`src/rtl/isc_pkg.sv`:
```
package isc_pkg;
  localparam int unsigned NSRC     = 2;
  localparam int unsigned IDX_W    = 3;
  localparam int unsigned DATA_W   = 32;
  localparam int unsigned ADDR_W   = 64;
  localparam int unsigned STAT_W   = 8;

  localparam logic [IDX_W-1:0] W_ADDR_LO = 3'd0;
  localparam logic [IDX_W-1:0] W_ADDR_HI = 3'd1;
  localparam logic [IDX_W-1:0] W_STATUS  = 3'd3;
  localparam logic [IDX_W-1:0] W_SET     = 3'd5;
  localparam logic [IDX_W-1:0] W_CLEAR   = 3'd7;

  localparam int unsigned SRC_DEV = 0;
  localparam int unsigned SRC_ERR = 1;

  localparam logic [STAT_W-1:0] NOT_BUSY_MASK = 8'h51;

  typedef logic [NSRC-1:0] src_vec_t;
endpackage

```
`src/rtl/isc_evt_latch.sv`:
```
module isc_evt_latch
  import isc_pkg::*;
#(
  parameter int unsigned N = NSRC
) (
  input  logic         clk,
  input  logic         rst_n,
  input  logic [N-1:0] evt,
  input  logic [N-1:0] clr,
  output logic [N-1:0] sts
);
  logic [N-1:0] sts_nxt;

  for (genvar i = 0; i < N; i++) begin : g_bit
    always_comb begin
      sts_nxt[i] = sts[i];
      if (clr[i]) sts_nxt[i] = 1'b0;
      if (evt[i]) sts_nxt[i] = 1'b1;
    end

    always_ff @(posedge clk or negedge rst_n) begin
      if (!rst_n) sts[i] <= 1'b0;
      else if (evt[i] || clr[i]) sts[i] <= sts_nxt[i];
    end

    // an event always leaves its bit set
    a_r4_evt_wins: assert property (@(posedge clk) disable iff (!rst_n)
      evt[i] |=> sts[i]);
    // a clear without an event empties the bit
    a_r5_clear_drops: assert property (@(posedge clk) disable iff (!rst_n)
      (clr[i] && !evt[i]) |=> !sts[i]);
    a_r3_hold_idle: assert property (@(posedge clk) disable iff (!rst_n)
      (!clr[i] && !evt[i]) |=> $stable(sts[i]));
  end
endmodule

```
`src/rtl/isc_en_mask.sv`:
```
module isc_en_mask
  import isc_pkg::*;
#(
  parameter int unsigned N = NSRC
) (
  input  logic         clk,
  input  logic         rst_n,
  input  logic         set_wr,
  input  logic [N-1:0] set_bits,
  output logic [N-1:0] en
);
  logic [N-1:0] en_nxt;

  always_comb begin
    en_nxt = en | set_bits;
  end

  always_ff @(posedge clk or negedge rst_n) begin
    if (!rst_n) en <= '0;
    else if (set_wr) en <= en_nxt;
  end

  for (genvar i = 0; i < N; i++) begin : g_chk
    // an enable bit once set never drops
    a_r6_en_sticky: assert property (@(posedge clk) disable iff (!rst_n)
      en[i] |=> en[i]);
    a_r6_en_needs_write: assert property (@(posedge clk) disable iff (!rst_n)
      (!en[i] && !set_wr) |=> !en[i]);
  end
endmodule

```
`src/rtl/isc_err_capture.sv`:
```
module isc_err_capture
  import isc_pkg::*;
#(
  parameter int unsigned AW = ADDR_W
) (
  input  logic          clk,
  input  logic          rst_n,
  input  logic          err_evt,
  input  logic          err_held,
  input  logic          err_clr,
  input  logic [AW-1:0] addr_in,
  output logic [AW-1:0] addr_q
);
  logic          cap_en;
  logic [AW-1:0] addr_nxt;

  always_comb begin
    cap_en   = err_evt && (!err_held || err_clr);
    addr_nxt = cap_en ? addr_in : addr_q;
  end

  always_ff @(posedge clk or negedge rst_n) begin
    if (!rst_n) addr_q <= '0;
    else if (cap_en) addr_q <= addr_nxt;
  end

  // address frozen while the error bit stays held
  a_r8_addr_frozen: assert property (@(posedge clk) disable iff (!rst_n)
    (err_held && !err_clr) |=> $stable(addr_q));
endmodule

```
`src/rtl/irq_status_ctrl.sv`:
```
module irq_status_ctrl
  import isc_pkg::*;
(
  input  logic              clk,
  input  logic              rst_n,
  input  logic              reg_wr,
  input  logic [IDX_W-1:0]  reg_idx,
  input  logic [DATA_W-1:0] reg_wdata,
  output logic [DATA_W-1:0] reg_rdata,
  input  logic              dev_irq_evt,
  input  logic              bus_err_evt,
  input  logic [ADDR_W-1:0] bus_err_addr,
  input  logic              devstat_rd,
  input  logic [STAT_W-1:0] devstat_val,
  output logic              irq_o
);
  localparam int unsigned HALF = ADDR_W / 2;

  logic       rst_s1, rst_s2;
  src_vec_t   evt_v, clr_v, sts, en;
  logic       wr_set, wr_clr, ds_hit;
  logic [ADDR_W-1:0] err_addr_q;

  // reset: asserted at once, released through two flops
  always_ff @(posedge clk or negedge rst_n) begin
    if (!rst_n) begin
      rst_s1 <= 1'b0;
      rst_s2 <= 1'b0;
    end else begin
      rst_s1 <= 1'b1;
      rst_s2 <= rst_s1;
    end
  end

  always_comb begin
    wr_set = reg_wr && (reg_idx == W_SET);
    wr_clr = reg_wr && (reg_idx == W_CLEAR);
    ds_hit = devstat_rd && ((devstat_val & NOT_BUSY_MASK) != '0);
    evt_v  = '0;
    evt_v[SRC_DEV] = dev_irq_evt;
    evt_v[SRC_ERR] = bus_err_evt;
    clr_v  = (wr_clr ? reg_wdata[NSRC-1:0] : '0) | (ds_hit ? '1 : '0);
  end

  isc_evt_latch #(.N(NSRC)) u_latch (
    .clk(clk), .rst_n(rst_s2), .evt(evt_v), .clr(clr_v), .sts(sts)
  );

  isc_en_mask #(.N(NSRC)) u_mask (
    .clk(clk), .rst_n(rst_s2), .set_wr(wr_set),
    .set_bits(reg_wdata[NSRC-1:0]), .en(en)
  );

  isc_err_capture #(.AW(ADDR_W)) u_cap (
    .clk(clk), .rst_n(rst_s2), .err_evt(bus_err_evt),
    .err_held(sts[SRC_ERR]), .err_clr(clr_v[SRC_ERR]),
    .addr_in(bus_err_addr), .addr_q(err_addr_q)
  );

  always_comb begin
    irq_o = |(sts & en);
  end

  always_comb begin
    reg_rdata = '0;
    case (reg_idx)
      W_ADDR_LO: reg_rdata = err_addr_q[HALF-1:0];
      W_ADDR_HI: reg_rdata = err_addr_q[ADDR_W-1:HALF];
      W_STATUS:  reg_rdata[NSRC-1:0] = sts;
      W_SET:     reg_rdata[NSRC-1:0] = en;
      default:   reg_rdata = '0;
    endcase
  end

  // the line only rises after an event or an enable write
  a_r7_irq_cause: assert property (@(posedge clk) disable iff (!rst_s2)
    $rose(irq_o) |-> $past(dev_irq_evt || bus_err_evt || wr_set));
  // busy-only drive status keeps pending bits
  a_r9_busy_keeps: assert property (@(posedge clk) disable iff (!rst_s2)
    (devstat_rd && !ds_hit && !reg_wr && sts[SRC_DEV]) |=> sts[SRC_DEV]);
  // writes elsewhere leave the enable mask alone
  a_r10_other_word: assert property (@(posedge clk) disable iff (!rst_s2)
    (reg_wr && reg_idx != W_SET) |=> $stable(en));
endmodule

```
`config.mk`:
```
export PLATFORM = sky130hd
export DESIGN_NAME = irq_status_ctrl
export DESIGN_NICKNAME = d
export VERILOG_FILES = /design/src/rtl/isc_pkg.sv /design/src/rtl/isc_evt_latch.sv /design/src/rtl/isc_en_mask.sv /design/src/rtl/isc_err_capture.sv /design/src/rtl/irq_status_ctrl.sv
export SDC_FILE = /design/constraint.sdc
export NUM_CORES = 1
export LEC_CHECK = 0
export BUFFER_PORTS_ARGS = -buffer_cell sky130_fd_sc_hd__buf_2
export CORE_MARGIN = 5
export CORE_UTILIZATION = 51
export CTS_BUF_LIST = sky130_fd_sc_hd__clkbuf_4 sky130_fd_sc_hd__clkbuf_8
export DETAILED_ROUTE_END_ITERATION = 16
export GPL_ROUTABILITY_DRIVEN = 0
export HOLD_SLACK_MARGIN = 0.12
export PLACE_DENSITY_LB_ADDON = 0.25
export SYNTH_ARGS = -nofsm -noshare
export SYNTH_HDL_FRONTEND = slang
export SYNTH_HIERARCHICAL = 1
export SYNTH_SLANG_ARGS = --single-unit
```
`constraint.sdc`:
```
create_clock -name clk -period 5.8 [get_ports clk]
set_input_delay 0.29 -clock clk [delete_from_list [all_inputs] [get_ports clk]]
set_output_delay 0.29 -clock clk [all_outputs]
set_load 0.01 [all_outputs]
```
# Yosys cells after proc, flatten, opt, wreduce, memory -nomap -nowiden
# Cells that the tools add are included.
# word_totals
output_inout_bits	33
register_bits	70
in_bits	113
elab_cells	36
# op_classes
n_eq_ne	4
n_mux	8
n_bitwise	3
n_reduce_logical	15
# ops
op	n
case mux 30 bit (2 select lines)	1
case mux 2 bit (4 select lines)	1
nonzero test 8 bit	1
equality test 3 bit (second input constant)	2
logical AND 1 bit	4
two-way mux 1 bit	4
two-way mux 2 bit	2
bitwise OR 2 bit	2
AND reduction 2 bit	2
nonzero test 2 bit	2
equality test 3 x 1 -> 1 bit (second input constant)	1
equality test 3 x 2 -> 1 bit (second input constant)	1
zero test 3 bit	1
logical OR 1 bit	3
AND 2 bit	1
OR reduction 2 bit	1
zero test 1 bit	1

# Depth between registers and ports, before layout
# Gate-level depths: netlist of the first run.
# logic_depth
word_depth	6
ltp_mapped	6
depth_no_buf	5

# Modules after synthesis
# Netlist of the first run, hierarchy kept.
# modules_own_cells
mod	area_per_inst_um2	n_inst	cells_each	seq_area_each_um2
isc_err_capture	2402.3	1	136	1601.5
irq_status_ctrl	501.7	1	61	50.0
isc_evt_latch	72.6	1	6	50.0
isc_en_mask	65.1	1	4	50.0

# Worst setup path after synthesis of the first run
# OpenSTA, ideal clock, no wires.
# synth_timing
kind	input -> register
startpoint	in devstat_val[4]
endpoint	reg u_cap.addr_q[20]
path_slack_ns	4.134
cell_stages	5
t_arrival_ns	1.541
setup_time_ns	0.125
n_path_buf	1
t_required_ns	5.675
cell_sequence	o31ai_1 nand2_1 o21ai_4 buf_4 mux2_2
# synth_via
elab_chain_cells	6
# synth_rtl
element	line_no	text
start, declared	irq_status_ctrl.sv:14	input logic [STAT_W-1:0] devstat_val,
nonzero test 8 bit	irq_status_ctrl.sv:38	ds_hit = devstat_rd && ((devstat_val & NOT_BUSY_MASK) != '0);
logical AND 1 bit	irq_status_ctrl.sv:38	
two-way mux 2 bit	irq_status_ctrl.sv:42	clr_v = (wr_clr ? reg_wdata[NSRC-1:0] : '0) | (ds_hit ? '1 : '0);
bitwise OR 2 bit	irq_status_ctrl.sv:42	
via clr_v[1]	irq_status_ctrl.sv:20	src_vec_t evt_v, clr_v, sts, en;
logical OR 1 bit	isc_err_capture.sv:18	cap_en = err_evt && (!err_held || err_clr);
logical AND 1 bit	isc_err_capture.sv:18	
end signal, assigned	isc_err_capture.sv:24	else if (cap_en) addr_q <= addr_nxt;
end, declared	isc_err_capture.sv:12	output logic [AW-1:0] addr_q
# The timed path passes the listed nets, and every way through them passes these cells.
# A chain may end at the register's enable or synchronous reset.

# Final worst setup path of the first run
# layout_timing
startpoint	in devstat_val[4]
endpoint	reg u_cap.addr_q[49]
# The elaborated chain is that of the path after synthesis.

==> reports/qor.yml, run 1 <==
run_status:
  outcome: "complete, no violations"
clocking:
  clk_pin_slew_ps: 70
  clock_latency_ps: 330
  cts_buffer_depth: 2
  numCtsBuffers: 9
  cts_setup_buffers: 0
  root_buffer: "clkbuf_8"
  tritoncts: "done"
  cts_sinks: 70
  cts_htree_levels: 3
  cts-resized-gates: 0
min_path:
  min_from: "bus_err_addr[9]"
  holdPathStages: 2
  min_to: "u_cap/addr_q[9]$_DFFE_PN0P_"
  hp-class: "in -> reg"
final_layout:
  diodes: 0
  drive_gt1_share_pct: 59.8
  flow.area_growth_from_synthesis_pct: 25.0
  fin_area_mm2: 0.00380
  fill_cells: 486
  finalNetCount: 434
  seq_area_mm2: 0.00175
  multiInputGateArea_mm2: 0.00118
logic_synthesis:
  ys_seq_area_share_pct: 57.6
  syn-num-nets: 320
  synth_commonest_cells: "dfrtp_1, mux2_2, a22o_1"
  post-synth-top-count-cell: "dfrtp_1"
  synth_area_leader_cell: "dfrtp_1"
  synth_xor_area_share_pct: 0
  synth_top_flop_cell: "dfrtp_1"
  synthMuxAreaShare_pct: 23.7
  synth_cell_types: 24
  synthAdderAreaFrac_pct: 0
  async_flop_share_pct: 100
  yosys.area_share.simple_pct: 2.71
  synth_area_per_cell_um2: 14.7
  synth-compound-area-share_pct: 11.9
  synth_top_area_share_pct: 57.6
  synthTopCellsByArea: "dfrtp_1, mux2_2, a22o_1"
  netlist_instances: 207
  netlist_area_mm2: 0.00304
  synth_top_family_by_area: "multiplexers"
  synth_seq_cells: 70
  synth-edff-count: 0
  yosysWarnings: 6
pwr:
  switching_share_pct: 25.4
  clockPowerShare_pct: 30.3
  ir_worst_vdd_mv: 0.183
  power.share.sequential_pct: 53.1
  p_leak_nw: 1.87
  internal-power_w: 0.000855
  power_switching_w: 0.000292
  pwr-share-comb_pct: 16.6
  powerDensity_mw_per_mm2: 302
floorplan:
  core-area_mm2: 0.00585
  start_util_pct: 52.0
  top_level_ports: 146
  rows: 28
  die_h_um: 87.2
  die_x_um: 87.2
  die_area_mm2: 0.00761
timing:
  skew_ps: 12.4
  fin_crit_sh_pct: 41.6
  fmax_mhz: 415
  drv_slew: 0
  setup_viol: 0
  slew_headroom_pct: 34.4
  worstMarginPinSlew_ps: 981
  final.min_clock_period_ps: 2410
  rsz0062_at_grt: "no"
  tns_ps: 0
  hold_viol: 0
critical_path:
  regToRegEndpoint: "u_cap/addr_q[49]$_DFFE_PN0P_"
  cp_max_fo: 33
  required_ps: 6010
  crit_path_cell_trace: "buf_2, o31ai_1, nand2_1, o21ai_4, buf_4, mux2_2"
  path_class: "in -> reg"
  cpPeakStageDelay_ps: 780
  slowest_stage: "o21ai_4"
  crit_path_start_kind: "input port"
  rr_worst_depth: 4
  arrival_ps: 2620
  rr_startpoint: "u_latch/sts[1]$_DFFE_PN0P_"
  endpoint_kind: "flip-flop"
  rrSetupSlack_ps: 3480
global_routing:
  grt_pass1_wl_mm: 10.4
  grt_overflow_total: 0
  grt_max_degree: 39
  grt_usage_pct: 18.0
  first_global_vias: 2230
  antenna_found_initial: 0
placed_design:
  dpl.hpwl_mm: 4.56
  port_buffers: 110
  placed_area_mm2: 0.00361
route:
  first_pass_iters: 4
  post-route-drc-count: 0
  routed_via_density: 5.20
  drt_wl_total_mm: 6.36
  num_vias: 2086
  wire_per_inst_um: 15.9
  dr.first_iter.drc_count: 50
  final_antenna_net_count: 0
job:
  max_cap_viol_count: 0
==> final cells by class <==
| type | count | share of cell area, % |
|---|---|---|
| timing repair buffer | 115 | 15.6 |
| clock buffer | 12 | 4.01 |
| inverter | 3 | 0.296 |
| multi-input combinational | 122 | 30.9 |
| clock inverter | 4 | 0.592 |
| tap | 75 | 2.47 |
| sequential | 70 | 46.1 |
==> worst max-delay path, delay by kind of cell <==
kind                   cells  cell delay, ps
buffers and inverters      2             620
and+or+nand+nor            1             180
AOI/OAI and AO/OA          2            1110
muxes                      1             390
==> layer usage <==
metal,part of all wire [%],up-vias,global-route usage [%],routed length [um]
met1,41,1032,22.8,2640
li1,-,991,-,-
met4,1.0,0,8.37,65
met5,0,-,0,0
met2,50,59,29.1,3200
met3,7.2,4,4.45,456
==> state kept, by name, indices dropped and copies added (netlist names) <==
name / flops
rst_s1: 1
rst_s2: 1
u_cap/addr_q: 64
u_latch/sts: 2
u_mask/en: 2
==> layout by cell type, fill, tap and decap left out, types with 2 or more instances in the layout <==
master,instances
dfrtp_1,69
inv_1,3
nand2_1,6
a22oi_1,2
clkbuf_4,2
a21oi_1,2
buf_2,110
a21o_1,4
dlygate4sd3_1,2
a31oi_1,2
a22o_1,31
mux2_1,5
mux2_2,59
buf_4,3
clkinv_2,3
clkbuf_8,10
==> worst max-delay path by stage <==
| stage | from | end | slack [ps] | cells after the start |
|---|---|---|---|---|
| after floorplan | rst_s2$_DFF_PN0_ | u_cap/addr_q[0]$_DFFE_PN0P_ | 3710 | 0 |
| after global placement | devstat_val[4] | u_cap/addr_q[15]$_DFFE_PN0P_ | 3080 | 6 |
| after detailed placement | devstat_val[4] | u_cap/addr_q[49]$_DFFE_PN0P_ | 2990 | 6 |
| after CTS | devstat_val[4] | u_cap/addr_q[49]$_DFFE_PN0P_ | 3340 | 6 |
| after global routing | devstat_val[4] | u_cap/addr_q[42]$_DFFE_PN0P_ | 3240 | 6 |
| final | devstat_val[4] | u_cap/addr_q[49]$_DFFE_PN0P_ | 3390 | 6 |
==> what timing repair did <==
| item | CTS | global route |
|---|---|---|
| hold buffers | 2 | 0 |
| endpoints found under the hold margin | 3 | 0 |
| endpoints found under the setup margin | 0 | 0 |
==> through the flow <==
stage | total power [W] | util (%) | setup slack [ps] | cells | hold WS (ps)
2_1_floorplan | 0.000742 | - | 3710 | 207 | -5.59
3_3_place_gp | 0.000801 | 61.7 | 3080 | 383 | 75.7
3_5_place_dp | 0.000812 | 61.7 | 2990 | 383 | 81.3
4_1_cts | 0.00116 | 65.0 | 3340 | 401 | 155
5_1_grt | 0.00121 | 65.0 | 3240 | 401 | 154
6_report | 0.00115 | 65.0 | 3390 | 401 | 178
==> power by group through the flow <==
| stage | Clock [W] | Sequential [W] | Combinational (W) |
|---|---|---|---|
| 6_report | 0.000347 | 0.000609 | 0.000190 |
| 5_1_grt | 0.000384 | 0.000621 | 0.000210 |
| 4_1_cts | 0.000355 | 0.000610 | 0.000194 |
| 3_5_place_dp | 0 | 0.000620 | 0.000193 |
| 3_3_place_gp | 0 | 0.000615 | 0.000187 |
| 2_1_floorplan | 0 | 0.000610 | 0.000132 |
==> logic make-up (layout without fill, tap and decap cells) <==
kind of cell / Yosys count / count (layout)
AOI/OAI and AO/OA: 43 / 43
other: 1 / 1
and+or+nand+nor: 14 / 14
buffers and inverters: 15 / 134
muxes: 64 / 64
DFF: 70 / 70
Power figures use the tool's default switching activity.
==> inputs of run 2 (changes only) <==
--- a/config.mk
+++ b/config.mk
@@ -7,7 +7,7 @@
 export LEC_CHECK = 0
 export BUFFER_PORTS_ARGS = -buffer_cell sky130_fd_sc_hd__buf_2
 export CORE_MARGIN = 5
-export CORE_UTILIZATION = 51
+export CORE_UTILIZATION = 48
 export CTS_BUF_LIST = sky130_fd_sc_hd__clkbuf_4 sky130_fd_sc_hd__clkbuf_8
 export DETAILED_ROUTE_END_ITERATION = 16
 export GPL_ROUTABILITY_DRIVEN = 0
==> constraint.sdc (replaced) <==
create_clock -name clk -period 2.4 [get_ports clk]
set_input_delay 0.12 -clock clk [delete_from_list [all_inputs] [get_ports clk]]
set_output_delay 0.12 -clock clk [all_outputs]
set_load 0.01 [all_outputs]
==> run 2 against run 1 <==
  * Sequential power is 140% higher
  * Sequential cell count stayed put
  * Sequential share of layout area is 7.8 points lower
  * Cell area is 20% higher
  * Cell count is 18% higher
  * Non-clock buffer count is 69 higher
  * Highest routed layer unchanged
  * First-iteration DRC count is 60% higher
  * Combinational power grew to 3.0 times the previous value
  * Hold slack better by 7.8 ps
  * Die area is 5.5% higher
  * Largest power group unchanged
  * Power grew to 2.7 times the previous value
==> reports/qor.yml, run 2 (synthesis gave the netlist of run 1 again) <==
global_routing:
  met3_usage_pct: 4.47
  antenna_found_initial: 0
  grt_use_met1_pct: 23.2
  busiest_layer: "met2"
  grt_usage_pct: 19.7
  use_met2_pct: 33.6
  grt_max_degree: 65
  grt_overflow_total: 0
  grt_pass1_wl_mm: 11.8
  first_global_vias: 2545
final_layout:
  diodes: 0
  drive_gt1_share_pct: 49.6
  mostFrequentLayoutCell: "buf_2"
  mostFrequentLayoutCells: "buf_2, dlygate4sd3_1, dfrtp_1"
  reg_top3: "u_cap/addr_q: 64 flops, u_latch/sts: 2 flops, u_mask/en: 2 flops"
  fin_cells: 472
  flow.area_growth_from_synthesis_pct: 50.6
  regMostFlops: "u_cap/addr_q"
  largest_reg_flops: 64
  finalNetCount: 503
critical_path:
  crit_path_cell_trace: "dlygate4sd3_1, buf_2, nand2_1, nand2_1, o21ai_4, buf_12, mux2_2"
  regToRegEndpoint: "u_cap/addr_q[59]$_DFFE_PN0P_"
  rrSetupSlack_ps: 900
  cp_max_fo: 64
  slowest_stage: "dlygate4sd3_1"
  cpPeakStageDelay_ps: 530
  rr_startpoint: "u_latch/sts[1]$_DFFE_PN0P_"
  arrival_ps: 1820
  crit_path_start_kind: "input port"
  endpoint_kind: "flip-flop"
  required_ps: 2610
  rr_worst_depth: 4
  crit_path_frequent_cell: "nand2_1"
  path_class: "in -> reg"
route:
  dr.first_iter.drc_count: 80
  first_pass_iters: 4
  wire_per_inst_um: 15.8
  post-route-drc-count: 0
  num_vias: 2366
  routed_via_density: 5.01
  final_antenna_net_count: 0
  drt_wl_total_mm: 7.47
timing:
  tns_ps: 0
  layout_setup_ws_ps: 788
  holdWs_ps: 186
  rsz0062_at_grt: "no"
  setup_viol: 0
  fmax_mhz: 620
  worstMarginPinSlew_ps: 601
  hold_viol: 0
  skew_ps: 9.50
  fin_crit_sh_pct: 67.2
  slew_headroom_pct: 59.9
  final.min_clock_period_ps: 1610
  drv_slew: 0
clocking:
  cts_buffer_depth: 2
  cts-resized-gates: 0
  clock_latency_ps: 330
  cts_htree_levels: 3
  cts_sinks: 70
  numCtsBuffers: 9
  clk_pin_slew_ps: 70
  tritoncts: "done"
  cts_hold_buffers: 70
  root_buffer: "clkbuf_8"
  cts_setup_buffers: 0
floorplan:
  start_util_pct: 48.7
  die_h_um: 89.6
  top_level_ports: 146
  core-area_mm2: 0.00624
  rows: 29
  die_x_um: 89.6
  die_area_mm2: 0.00803
placed_design:
  port_buffers: 110
  dpl.hpwl_mm: 4.32
  dp_cells: 386
  dpl_worst_slack_ps: 690
min_path:
  min_to: "u_latch/sts[0]$_DFFE_PN0P_"
  min_from: "devstat_rd"
  hp-class: "in -> reg"
  holdPathStages: 5
run_status:
  outcome: "complete, no violations"
pwr:
  p_leak_nw: 2.20
  ir_worst_vdd_mv: 0.425
  powerDensity_mw_per_mm2: 683
job:
  max_cap_viol_count: 0
## run 2: area by class of cell
class | count | area (um2)
Sequential cell | 70 | 1750
Fill cell | 429 | 1660
Timing Repair Buffer | 184 | 1310
Multi-Input combinational cell | 122 | 1180
Clock buffer | 13 | 173
Tap cell | 77 | 96.3
Clock inverter | 3 | 65.1
Inverter | 3 | 11.3
## run 2: layer usage
metal	wire length (um)	part of all wire, %
met1	2980	40
met2	3850	52
met3	447	6.0
met4	197	2.6
met5	0	0
## run 2: worst max-delay path by stage
stage / startpoint / to / slack [ps]
floorplan: rst_s2$_DFF_PN0_ / u_cap/addr_q[0]$_DFFE_PN0P_ / 310
global placement: devstat_val[4] / u_cap/addr_q[22]$_DFFE_PN0P_ / 710
detailed placement: devstat_val[4] / u_cap/addr_q[19]$_DFFE_PN0P_ / 690
CTS: reg_wdata[1] / u_cap/addr_q[19]$_DFFE_PN0P_ / 800
global route: reg_wdata[1] / u_cap/addr_q[42]$_DFFE_PN0P_ / 730
finish: reg_wdata[1] / u_cap/addr_q[59]$_DFFE_PN0P_ / 790
## run 2: through the flow
stage | total power (W) | utilization (%) | instance area [um2]
6_report | 0.00313 | 73.4 | 4580
5_1_grt | 0.00330 | 73.4 | 4580
4_1_cts | 0.00316 | 73.4 | 4580
3_5_place_dp | 0.00197 | 58.4 | 3640
3_3_place_gp | 0.00194 | 58.4 | 3640
2_1_floorplan | 0.00179 | - | 3040
## run 2: report_power, final
| group | switching, W | internal, W |
|---|---|---|
| combinational | 0.000209 | 0.000354 |
| sequential | 0.000105 | 0.00137 |
| clock | 0.000408 | 0.000681 |
| total | 0.000722 | 0.00240 |
## run 2: critical path: cells and delay by family
family | cells | cell delay, ps
AO/OA/AOI/OAI | 1 | 170
AND/OR/NAND/NOR | 2 | 140
multiplexers | 1 | 380
buffers and inverters | 3 | 990
==> inputs of run 3 (changes only) <==
--- a/config.mk
+++ b/config.mk
@@ -5,9 +5,10 @@
 export SDC_FILE = /design/constraint.sdc
 export NUM_CORES = 1
 export LEC_CHECK = 0
+export ABC_AREA = 1
 export BUFFER_PORTS_ARGS = -buffer_cell sky130_fd_sc_hd__buf_2
 export CORE_MARGIN = 5
-export CORE_UTILIZATION = 48
+export CORE_UTILIZATION = 50
 export CTS_BUF_LIST = sky130_fd_sc_hd__clkbuf_4 sky130_fd_sc_hd__clkbuf_8
 export DETAILED_ROUTE_END_ITERATION = 16
 export GPL_ROUTABILITY_DRIVEN = 0
==> constraint.sdc (replaced) <==
create_clock -name clk -period 1.5 [get_ports clk]
set_input_delay 0.075 -clock clk [delete_from_list [all_inputs] [get_ports clk]]
set_output_delay 0.075 -clock clk [all_outputs]
set_load 0.01 [all_outputs]
==> run 3 against run 2 <==
  * Clock skew decreased by 1.9 ps
  * Non-clock buffer count up 14
  * Sequential power is 55% higher
  * Register-to-register slack got worse by 600 ps
  * Critical path depth up 3
  * Largest power group unchanged
  * Synthesized cell count rose by 110%
==> reports/qor.yml, run 3 <==
logic_synthesis:
  yosysWarnings: 6
  post-synth-top-count-cell: "nand2_1"
  synth_commonest_cells: "nand2_1, nand3_1, dfrtp_1"
  synth_cell_types: 19
  netlist_area_mm2: 0.00360
  synthTopCellsByArea: "dfrtp_1, nand2_1, nand3_1"
  synth-edff-count: 0
  netlist_instances: 434
  synth_top_area_share_pct: 48.6
  async_flop_share_pct: 100
  synth_seq_cells: 70
  syn-num-nets: 547
  synth_area_per_cell_um2: 8.30
  synth_area_leader_cell: "dfrtp_1"
  synth_top_flop_cell: "dfrtp_1"
  ys_seq_area_share_pct: 48.6
placed_design:
  dpl.hpwl_mm: 6.21
  port_buffers: 110
  placed_area_mm2: 0.00413
critical_path:
  critical_path.startpoint: "reg_wdata[1]"
  endpoint_kind: "flip-flop"
  regToRegEndpoint: "u_latch/sts[0]$_DFFE_PN0P_"
  required_ps: 1730
  cp-endpoint: "u_cap/addr_q[26]$_DFFE_PN0P_"
  arrival_ps: 1610
  rr_startpoint: "u_latch/sts[0]$_DFFE_PN0P_"
  rr_worst_depth: 3
  path_class: "in -> reg"
  crit_path_start_kind: "input port"
  rrSetupSlack_ps: 300
  cp_max_fo: 33
final_layout:
  flow.area_growth_from_synthesis_pct: 41.8
  fill_cells: 579
  mostFrequentLayoutCell: "nand2_1"
  regMostFlops: "u_cap/addr_q"
  mostFrequentLayoutCells: "nand2_1, buf_2, nand3_1"
  reg_top3: "u_cap/addr_q: 64 flops, u_latch/sts: 2 flops, u_mask/en: 2 flops"
  finalNetCount: 726
  largest_reg_flops: 64
  drive_gt1_share_pct: 28.2
  fin_area_mm2: 0.00511
floorplan:
  die_h_um: 94.9
  die_x_um: 94.9
  top_level_ports: 146
  core-area_mm2: 0.00714
  die_area_mm2: 0.00900
  rows: 31
  start_util_pct: 50.5
min_path:
  hp-class: "in -> reg"
  holdPathStages: 6
pwr:
  powerDensity_mw_per_mm2: 1020
  ir_worst_vdd_mv: 0.560
  p_leak_nw: 2.76
global_routing:
  grt_pass1_wl_mm: 16.2
  grt_usage_pct: 23.2
  first_global_vias: 3567
  grt_max_degree: 69
  grt_overflow_total: 0
  antenna_found_initial: 1
timing:
  setup_viol: 0
  rsz0062_at_grt: "no"
  fin_crit_sh_pct: 92.1
  drv_slew: 0
  tns_ps: 0
  skew_ps: 7.65
  fmax_mhz: 724
  hold_viol: 0
  final.min_clock_period_ps: 1380
job:
  max_cap_viol_count: 0
route:
  drt_wl_total_mm: 10.1
  num_vias: 3521
  first_pass_iters: 4
  routed_via_density: 4.90
  final_antenna_net_count: 0
  wire_per_inst_um: 14.0
  post-route-drc-count: 0
  dr.first_iter.drc_count: 152
clocking:
  cts_htree_levels: 3
  numCtsBuffers: 9
  cts_buffer_depth: 2
  cts_sinks: 70
  cts_setup_buffers: 0
  clock_latency_ps: 350
  clk_pin_slew_ps: 70
  tritoncts: "done"
  cts-resized-gates: 0
  root_buffer: "clkbuf_8"
run_status:
  outcome: "complete, no violations"
==> run 3: changes by cell type in the layout (fill, tap and decap cells not counted), moves of 4 or more <==
cell     previous run  this run
nand3_1             1        96
a22o_1             31         1
nand2_1             6       145
o21ai_1             0         5
mux2_2             59         0
a21o_1              4         0
nand4_1             0         7
buf_4               2        14
inv_1               3        44
o21ai_2             0        25
mux2_1              5         0
==> run 3: how the worst min path moves through the flow <==
stage               slack, ps                          to        from
floorplan                -220            rst_s1$_DFF_PN0_       rst_n
global placement         -140            rst_s1$_DFF_PN0_       rst_n
detailed placement       -140            rst_s1$_DFF_PN0_       rst_n
CTS                       130  u_latch/sts[1]$_DFFE_PN0P_  devstat_rd
global route              150  u_latch/sts[1]$_DFFE_PN0P_  devstat_rd
finish                    140  u_latch/sts[1]$_DFFE_PN0P_  devstat_rd
==> run 3: repair_timing <==
action / CTS / global route
setup endpoints to repair: 0 / 0
hold buffers: 72 / 0
hold endpoints to repair: 69 / 0
==> run 3: cell families (layout without fill, tap and decap cells) <==
kind of cell    after synthesis  after routing  share of synthesized area [%]
other cells                   1              2                          0.104
buf+inv                      76            260                           12.9
simple gates                254            254                           31.1
compound gates               33             33                           7.29
flops                        70             70                           48.6
==> run 3: layout make-up <==
class                           count  area, um2  area share (%)
Sequential cell                    70       1750            34.3
Multi-Input combinational cell    288       1390            27.2
Tap cell                           99        124            2.43
Timing Repair Buffer              198       1420            27.7
Inverter                           46        173            3.38
Clock inverter                      5        106            2.08
Antenna cell                        1       2.50          0.0490
Clock buffer                       11        145            2.84
==> run 3: metrics by stage <==
step | hold slack (ps) | utilization [%] | cells | total power (W) | setup slack, ps
after floorplan | -221 | - | 434 | 0.00291 | 305
after global placement | -139 | 57.9 | 629 | 0.00316 | 133
after detailed placement | -137 | 57.9 | 629 | 0.00320 | 129
after CTS | 128 | 71.5 | 717 | 0.00523 | 129
after global routing | 150 | 71.6 | 718 | 0.00546 | 11.8
final | 136 | 71.6 | 718 | 0.00520 | 119
==> run 3: worst max-delay path, stage by stage <==
cell and delay [ps]:
dlygate4sd3_1 520, buf_2 110, inv_1 40, o21ai_0 210
inv_1 80, nand2_2 110, nand2_2 60, buf_4 240
nand2_1 90, nand2_1 60
==> run 3: metal layers <==
| metal | up-vias | global-route usage (%) | part of all wire [%] |
|---|---|---|---|
| met5 | - | 0 | 0 |
| met4 | 0 | 9.01 | 1.6 |
| met3 | 16 | 4.46 | 5.7 |
| met2 | 114 | 40.3 | 52 |
| met1 | 1650 | 28.2 | 41 |
| li1 | 1741 | - | - |
==> run 3: report_power, final <==
group          total (W)  internal [W]  switching [W]
registers        0.00229       0.00215       0.000141
clock network    0.00189       0.00117       0.000721
logic            0.00102      0.000458       0.000564
